File: src/rtl/prf_pkg.sv
package prf_pkg;
  typedef enum logic [1:0] {
    SZ_FULL    = 2'b00,
    SZ_HALF    = 2'b01,
    SZ_BYTE_LO = 2'b10,
    SZ_BYTE_HI = 2'b11
  } prf_size_e;
endpackage

File: src/rtl/prf_access_check.sv
module prf_access_check #(
  parameter int NUM_REGS  = 8,
  parameter int BYTE_REGS = 4,
  localparam int IDX_W    = $clog2(NUM_REGS)
) (
  input  logic [IDX_W-1:0] idx,
  input  logic [1:0]       size,
  output logic             legal
);
  // Both byte codes carry bit 1 set; only the lower registers own byte lanes.
  always_comb begin
    legal = 1'b1;
    if (size[1] && (32'(idx) >= BYTE_REGS)) legal = 1'b0;
  end
endmodule

File: src/rtl/prf_read_format.sv
module prf_read_format
  import prf_pkg::*;
#(
  parameter int DATA_W = 32
) (
  input  logic [DATA_W-1:0] value,
  input  logic [1:0]        size,
  output logic [DATA_W-1:0] result
);
  always_comb begin
    result = '0;
    unique case (prf_size_e'(size))
      SZ_FULL:    result = value;
      SZ_HALF:    result[15:0] = value[15:0];
      SZ_BYTE_LO: result[7:0] = value[7:0];
      SZ_BYTE_HI: result[7:0] = value[15:8];
      default:    result = '0;
    endcase
  end
endmodule

File: src/rtl/prf_write_merge.sv
module prf_write_merge
  import prf_pkg::*;
#(
  parameter int DATA_W = 32
) (
  input  logic [DATA_W-1:0] old_val,
  input  logic [DATA_W-1:0] new_val,
  input  logic [1:0]        size,
  output logic [DATA_W-1:0] merged
);
  always_comb begin
    merged = old_val;
    unique case (prf_size_e'(size))
      SZ_FULL:    merged = new_val;
      SZ_HALF:    merged[15:0] = new_val[15:0];
      SZ_BYTE_LO: merged[7:0] = new_val[7:0];
      SZ_BYTE_HI: merged[15:8] = new_val[7:0];
      default:    merged = old_val;
    endcase
  end
endmodule

File: src/rtl/prf_regfile.sv
module prf_regfile #(
  parameter int NUM_REGS  = 8,
  parameter int BYTE_REGS = 4,
  parameter int DATA_W    = 32,
  localparam int IDX_W    = $clog2(NUM_REGS),
  localparam int RD_PORTS = 2
) (
  input  logic              clk,
  input  logic              rst,
  input  logic [IDX_W-1:0]  rd0_idx,
  input  logic [1:0]        rd0_size,
  output logic [DATA_W-1:0] rd0_data,
  output logic              rd0_illegal,
  input  logic [IDX_W-1:0]  rd1_idx,
  input  logic [1:0]        rd1_size,
  output logic [DATA_W-1:0] rd1_data,
  output logic              rd1_illegal,
  input  logic              wr_en,
  input  logic [IDX_W-1:0]  wr_idx,
  input  logic [1:0]        wr_size,
  input  logic [DATA_W-1:0] wr_data,
  output logic              wr_illegal
);
  logic [DATA_W-1:0] regs [NUM_REGS];

  // Write path
  logic              wr_legal;
  logic              wr_commit;
  logic [DATA_W-1:0] wr_merged;
  logic              wr_illegal_q;

  prf_access_check #(.NUM_REGS(NUM_REGS), .BYTE_REGS(BYTE_REGS)) u_wr_chk (
    .idx(wr_idx), .size(wr_size), .legal(wr_legal)
  );

  prf_write_merge #(.DATA_W(DATA_W)) u_merge (
    .old_val(regs[wr_idx]), .new_val(wr_data), .size(wr_size), .merged(wr_merged)
  );

  assign wr_commit = wr_en && wr_legal;

  always_ff @(posedge clk) begin
    if (rst) begin
      for (int i = 0; i < NUM_REGS; i++) regs[i] <= '0;
      wr_illegal_q <= 1'b0;
    end else begin
      if (wr_commit) regs[wr_idx] <= wr_merged;
      wr_illegal_q <= wr_en && !wr_legal;
    end
  end

  assign wr_illegal = wr_illegal_q;

  // Read paths
  logic [IDX_W-1:0]  rd_idx_a  [RD_PORTS];
  logic [1:0]        rd_size_a [RD_PORTS];
  logic [DATA_W-1:0] rd_q      [RD_PORTS];
  logic              rd_ill_q  [RD_PORTS];

  assign rd_idx_a[0]  = rd0_idx;
  assign rd_idx_a[1]  = rd1_idx;
  assign rd_size_a[0] = rd0_size;
  assign rd_size_a[1] = rd1_size;

  for (genvar g = 0; g < RD_PORTS; g++) begin : g_rd
    logic              legal;
    logic [DATA_W-1:0] src;
    logic [DATA_W-1:0] shaped;

    prf_access_check #(.NUM_REGS(NUM_REGS), .BYTE_REGS(BYTE_REGS)) u_chk (
      .idx(rd_idx_a[g]), .size(rd_size_a[g]), .legal(legal)
    );

    // Write-first: a colliding committed write is forwarded.
    assign src = (wr_commit && (wr_idx == rd_idx_a[g])) ? wr_merged : regs[rd_idx_a[g]];

    prf_read_format #(.DATA_W(DATA_W)) u_fmt (
      .value(src), .size(rd_size_a[g]), .result(shaped)
    );

    always_ff @(posedge clk) begin
      if (rst) begin
        rd_q[g]     <= '0;
        rd_ill_q[g] <= 1'b0;
      end else begin
        rd_q[g]     <= legal ? shaped : '0;
        rd_ill_q[g] <= !legal;
      end
    end
  end

  assign rd0_data    = rd_q[0];
  assign rd0_illegal = rd_ill_q[0];
  assign rd1_data    = rd_q[1];
  assign rd1_illegal = rd_ill_q[1];

  // Assertions
  p_reset_clears_r1: assert property (@(posedge clk)
    rst |=> (rd0_data == '0 && rd1_data == '0 && !rd0_illegal && !rd1_illegal && !wr_illegal));

  p_narrow_keeps_upper_r6: assert property (@(posedge clk) disable iff (rst)
    (wr_en && wr_size != 2'b00) |=>
      regs[$past(wr_idx)][DATA_W-1:16] == $past(regs[wr_idx][DATA_W-1:16]));

  p_illegal_write_blocked_r7: assert property (@(posedge clk) disable iff (rst)
    (wr_en && !wr_legal) |=> (wr_illegal && regs[$past(wr_idx)] == $past(regs[wr_idx])));

  p_illegal_read_zero_r7: assert property (@(posedge clk) disable iff (rst)
    rd0_illegal |-> rd0_data == '0);

  p_byte_read_narrow_r4: assert property (@(posedge clk) disable iff (rst)
    rd1_size[1] |=> rd1_data[DATA_W-1:8] == '0);

  p_idle_no_flag_r10: assert property (@(posedge clk) disable iff (rst)
    !wr_en |=> !wr_illegal);
endmodule

File: config.mk
export PLATFORM = sky130hd
export DESIGN_NAME = prf_regfile
export DESIGN_NICKNAME = d
export VERILOG_FILES = /design/src/rtl/prf_pkg.sv /design/src/rtl/prf_access_check.sv /design/src/rtl/prf_read_format.sv /design/src/rtl/prf_write_merge.sv /design/src/rtl/prf_regfile.sv
export SDC_FILE = /design/constraint.sdc
export NUM_CORES = 1
export LEC_CHECK = 0
export BUFFER_PORTS_ARGS = -buffer_cell sky130_fd_sc_hd__buf_2
export CAP_MARGIN = 0
export CORE_UTILIZATION = 55
export CTS_CLUSTER_DIAMETER = 150
export DETAILED_ROUTE_END_ITERATION = 10
export PLACE_DENSITY_LB_ADDON = 0.1
export SLEW_MARGIN = 20
export SYNTH_ARGS = -nofsm -noshare
export SYNTH_HDL_FRONTEND = slang
export SYNTH_HIERARCHICAL = 1
export SYNTH_SLANG_ARGS = --single-unit
File: constraint.sdc
create_clock -name clk -period 3.88 [get_ports clk]
set_clock_uncertainty 0.2 [all_clocks]
set_input_delay 0.194 -clock clk [delete_from_list [all_inputs] [get_ports clk]]
set_output_delay 0.194 -clock clk [all_outputs]
set_load 0.05 [all_outputs]
Yosys cells after proc, flatten, opt, wreduce, memory -nomap -nowiden
Memory sizes are Yosys's and may differ from the RTL's. Cells that the tools add are included.

Flip-flop bits (word level): 1. Bits in read-only memories: 0. Memories kept: 3. Bits in writable memories: 322. Output and inout bits: 67. Bits in latches: 0.

Bitwise gates (word level): 4. Reductions and logical operators: 17. Order comparisons: 3. Shift-type cells: 0. Multiply operators: 0. Eq/ne operators: 11. Divide/modulo/power cells: 0. $add $sub $neg: 0. Multiplexer cells: 27.

Memories: regs (words 8, bits a word 32, rd ports 3, clocked after memory_dff 0, write ports 8, RTL line prf_regfile.sv:24) `logic [DATA_W-1:0] regs [NUM_REGS];`; rd_q (words 2, bits a word 32, rd ports 2, clocked after memory_dff 0, write ports 2, RTL line prf_regfile.sv:57) `logic [DATA_W-1:0] rd_q [RD_PORTS];`; rd_ill_q (words 2, bits a word 1, rd ports 2, clocked after memory_dff 0, write ports 2, RTL line prf_regfile.sv:58) `logic rd_ill_q [RD_PORTS];`.

Operator list (count): $mux W32 (7); $mux W16 (3); $pmux W8 S2 (3); $reduce_or A32 Y1 (1); $mux W8 (3); $eq A2 B2 Y1 const B (6); $mux W1 (10); $ge A3 B3 Y1 const B (3); $reduce_or A3 Y1 (3); $logic_and A1 B1 Y1 (7); $eq A2 B1 Y1 const B (3); $eq A3 B3 Y1 (2); $logic_not A2 Y1 (3); $reduce_or A2 Y1 (3); $or A1 B1 Y1 (4); $mux W3 (1).

Logic depth before layout (Yosys ltp)
Word-level depth: 9. Gate-level depth with buffers: 11. Mapped depth without buffers: 8.

Hierarchy
The synthesis kept the hierarchy.

Modules (own cells, without submodules): prf_regfile (instances 1, cells an instance 1264, area each 18325.1 µm², sequential area each 9028.7 µm²); prf_read_format (instances 2, cells an instance 36, area each 306.5 µm², sequential area each 0.0 µm²); prf_write_merge (instances 1, cells an instance 54, area each 534.3 µm², sequential area each 0.0 µm²); prf_access_check (instances 3, cells an instance 1, area each 3.8 µm², sequential area each 0.0 µm²).

Least setup slack after synthesis
Ideal clock, no wire load.

Path kind: input to register. From: input port wr_idx[1]. To: memory rd_q[1][1]. Arrival time: 2.176 ns. Cell stages on the path: 9. Slack: 1.389 ns. Cells stage by stage: buf_4 buf_2 mux2_2 a221oi_1 o22ai_1 mux2_2 mux2_2 mux2_2 and2_1.

RTL lines: start: declaration (RTL line prf_regfile.sv:19) `input logic [IDX_W-1:0] wr_idx,`; end: declaration (RTL line prf_regfile.sv:57).

==> impl_metrics.csv <==
group,metric,value,unit
floorplan,io_pins,117,
synth,syn_area_per_cell,13.99,sq um
synth,yosysSeqAreaShare,46.34,%
synth,yosysTopAreaCell,"edfxtp_1",
global_routing,grt_overflow,0,
place,dpl.hpwl,38620,microns
drt,avgViaCountPerCell,6.929,
pwr,power.density,411.0,mW/mm^2
pwr,peakVddDrop,0.0003975,V
place,portBuffers,116,
clock_tree,cts_root_buf,"clkbuf_16",
layout,drive_gt1_share,38.62,%
global_routing,grt_pass1_vias,13410,
global_routing,antenna_found_initial,2,
synth,synth_edf_count,256,
worst_setup_path,critPathLaunchType,"input port",
floorplan,die_y,190.2,microns
worst_hold_path,whs_endpoint,"regs[3][18]",
timing,fmax,361.2,MHz
clock_tree,cts_max_path_buffers,3,
synth,netlist_instances,1393,
drt,vias,13820,
timing,fin_crit_sh,71.36,%
floorplan,die_area,0.03618,sq mm
floorplan,die_w,190.2,microns
global_routing,grt_max_degree,78,
global_routing,grtUsageMet2,53.41,%
drt,ant_nets,0,
synth,synth-main-ff-cell,"edfxtp_1",
synth,async_flop_share,0,%
timing,period_minus_slack,2.769,ns
worst_hold_path,min_from,"wr_data[18]",
global_routing,grt_use_total,35.36,%
worst_setup_path,arrival,3.04,ns
drt,drtIter0Drc,1861,
floorplan,rows,68,
floorplan,initial_core_util,56.13,%
worst_hold_path,hold-path-cell-count,3,
worst_setup_path,r2r_cells,9,
drt,wl_per_cell,31.79,microns
timing,rsz0062_at_grt,"false",
synth,synth_top_area_share,39.46,%
clock_tree,clock_sinks,323,
synth,synthTopCellsByArea,"edfxtp_1, mux2_2, mux4_2, dfxtp_1, mux4_1",
layout,syn_to_final_growth,13.63,%
clock_tree,insertion_delay,0.53,ns
clock_tree,cts_tree,"yes",
global_routing,grt-busiest-layer,"met2",
drt,drt_first_pass_iters,7,
global_routing,grt_pass1_wl,91310,microns
synth,syn_area,0.01948,sq mm
synth,yosysMostFrequentCell,"edfxtp_1",
timing,drv_slew,0,
worst_setup_path,r2r-start,"regs[7][14]",
worst_setup_path,rrSetupSlack,1.30,ns
timing,setup_viol,0,
synth,synth_cell_types,51,
global_routing,grt_util_met1,48.71,%
synth,synth_common_cells,"edfxtp_1, and2_1, mux2_2",
run_status,status,"completed",
clock_tree,numCtsBuffers,37,
clock_tree,h-tree-depth,2,
pwr,p_leak,9.252,nW
synth,ys_warn_count,6,
timing,hold_slack,0.02057,ns
place,gp_congestion,0.8863,
global_routing,use_met3,8.944,%
timing,fin_setup_tns,0,ns
floorplan,design.core.area,0.03471,sq mm
worst_setup_path,crit_fanout,24,
worst_hold_path,hp-class,"input port to register",
run,drv_cap,0,
layout,final_nets,1559,
drt,wl,63390,microns
worst_setup_path,r2r_end,"rd_q[0][6]",
drt,drc,0,
worst_setup_path,critPathKind,"input port to register",
worst_setup_path,crit_required,4.15,ns
timing,worst_slew_pin_slew,0.9423,ns
synth,synth-seq-cells,323,
clock_tree,cts_setup_buffers,0,
timing,relSlewSlack,36.95,%
layout,fillers,2610,
worst_setup_path,end_kind,"register",
synth,syn_nets,1443,
timing,hold_viol_final,0,
clock_tree,clkSlewWorstSetupHoldPaths,0.06,ns
what timing repair did:
action,CTS,global route
hold buffers,15,0
gates resized for setup,0,0
hold endpoints to repair,71,0
cell families (layout without fill, tap and decap cells):
group	Yosys count	count (layout)	synth area share, %
simple gates	435	435	14.10
mux	361	361	30.25
flops	323	323	46.34
buf+inv	135	280	3.821
compound gates	133	133	5.215
xor+xnor	6	6	0.2697
other cells	0	1	0
flip-flops by register name (all words and copies together), names as in the netlist:
| signal | flops |
|---|---|
| rd_ill_q | 2 |
| rd_q | 64 |
| regs | 256 |
| wr_illegal | 1 |
routing by layer:
layer,share of wire (%),up-vias
met3,12,183
met1,39,6971
met4,4.0,2
met5,0.024,-
li1,-,5716
met2,45,945
through the flow:
| step | utilization [%] | setup WS, ns | cells | total power, mW | cell area, sq um |
|---|---|---|---|---|---|
| after floorplan | - | 1.389 | 1393 | 5.028 | 19480 |
| after global placement | 59.76 | 0.7388 | 1910 | 5.521 | 20740 |
| after detailed placement | 59.76 | 0.6973 | 1910 | 5.539 | 20740 |
| after CTS | 63.77 | 1.231 | 1993 | 9.097 | 22140 |
| after global routing | 63.77 | 1.108 | 1993 | 9.322 | 22140 |
| final | 63.78 | 1.111 | 1994 | 9.101 | 22140 |
cell usage in the layout (no fill, tap or decap), types with 15 or more instances in the layout:
master	count
a221oi_1	25
a22oi_1	51
and2_1	200
and2_2	28
and2b_1	16
and3_1	132
buf_12	18
buf_2	113
buf_4	63
clkbuf_16	39
dfxtp_1	67
dlygate4sd3_1	15
edfxtp_1	256
mux2_2	175
mux2_4	37
mux4_1	50
mux4_2	85
nand2_1	15
nor2_1	15
worst max path at each step:
stage | slack (ns) | to | start | cells after the start
floorplan | 1.39 | rd_q[1][1] | wr_idx[1] | 9
global placement | 0.74 | rd_q[1][1] | wr_idx[2] | 11
detailed placement | 0.70 | rd_q[1][7] | wr_idx[1] | 9
CTS | 1.23 | rd_q[1][7] | wr_idx[1] | 9
global route | 1.11 | rd_q[1][1] | wr_idx[2] | 11
finish | 1.11 | rd_q[1][3] | wr_idx[0] | 10
final cells by class:
cell class / count / area, sq um / share of cell area [%]
multi-input combinational: 935 / 9737 / 43.98
sequential: 323 / 9029 / 40.78
timing repair buffer: 209 / 1549 / 6.996
clock buffer: 51 / 1051 / 4.747
tap: 455 / 569.3 / 2.571
clock inverter: 17 / 191.4 / 0.8647
inverter: 3 / 11.26 / 0.05086
antenna: 1 / 2.502 / 0.01130
report_power, final:
part           internal (mW)  switching (mW)  leakage [nW]  total, mW
Sequential              3.88           0.103          3.20       3.99
Combinational          0.663           0.867          5.45       1.53
Clock                   2.17            1.42         0.602       3.58
worst max-delay path: stages:
cell and delay [ns]:
buf_2 0.20, buf_12 0.21, nor2_1 0.73, a221oi_1 0.24, o22ai_1 0.23, mux2i_1 0.09
a21oi_1 0.58, mux2_2 0.29, mux2_2 0.14, and2_1 0.10
Note: power is estimated with default switching activity, not from simulation.
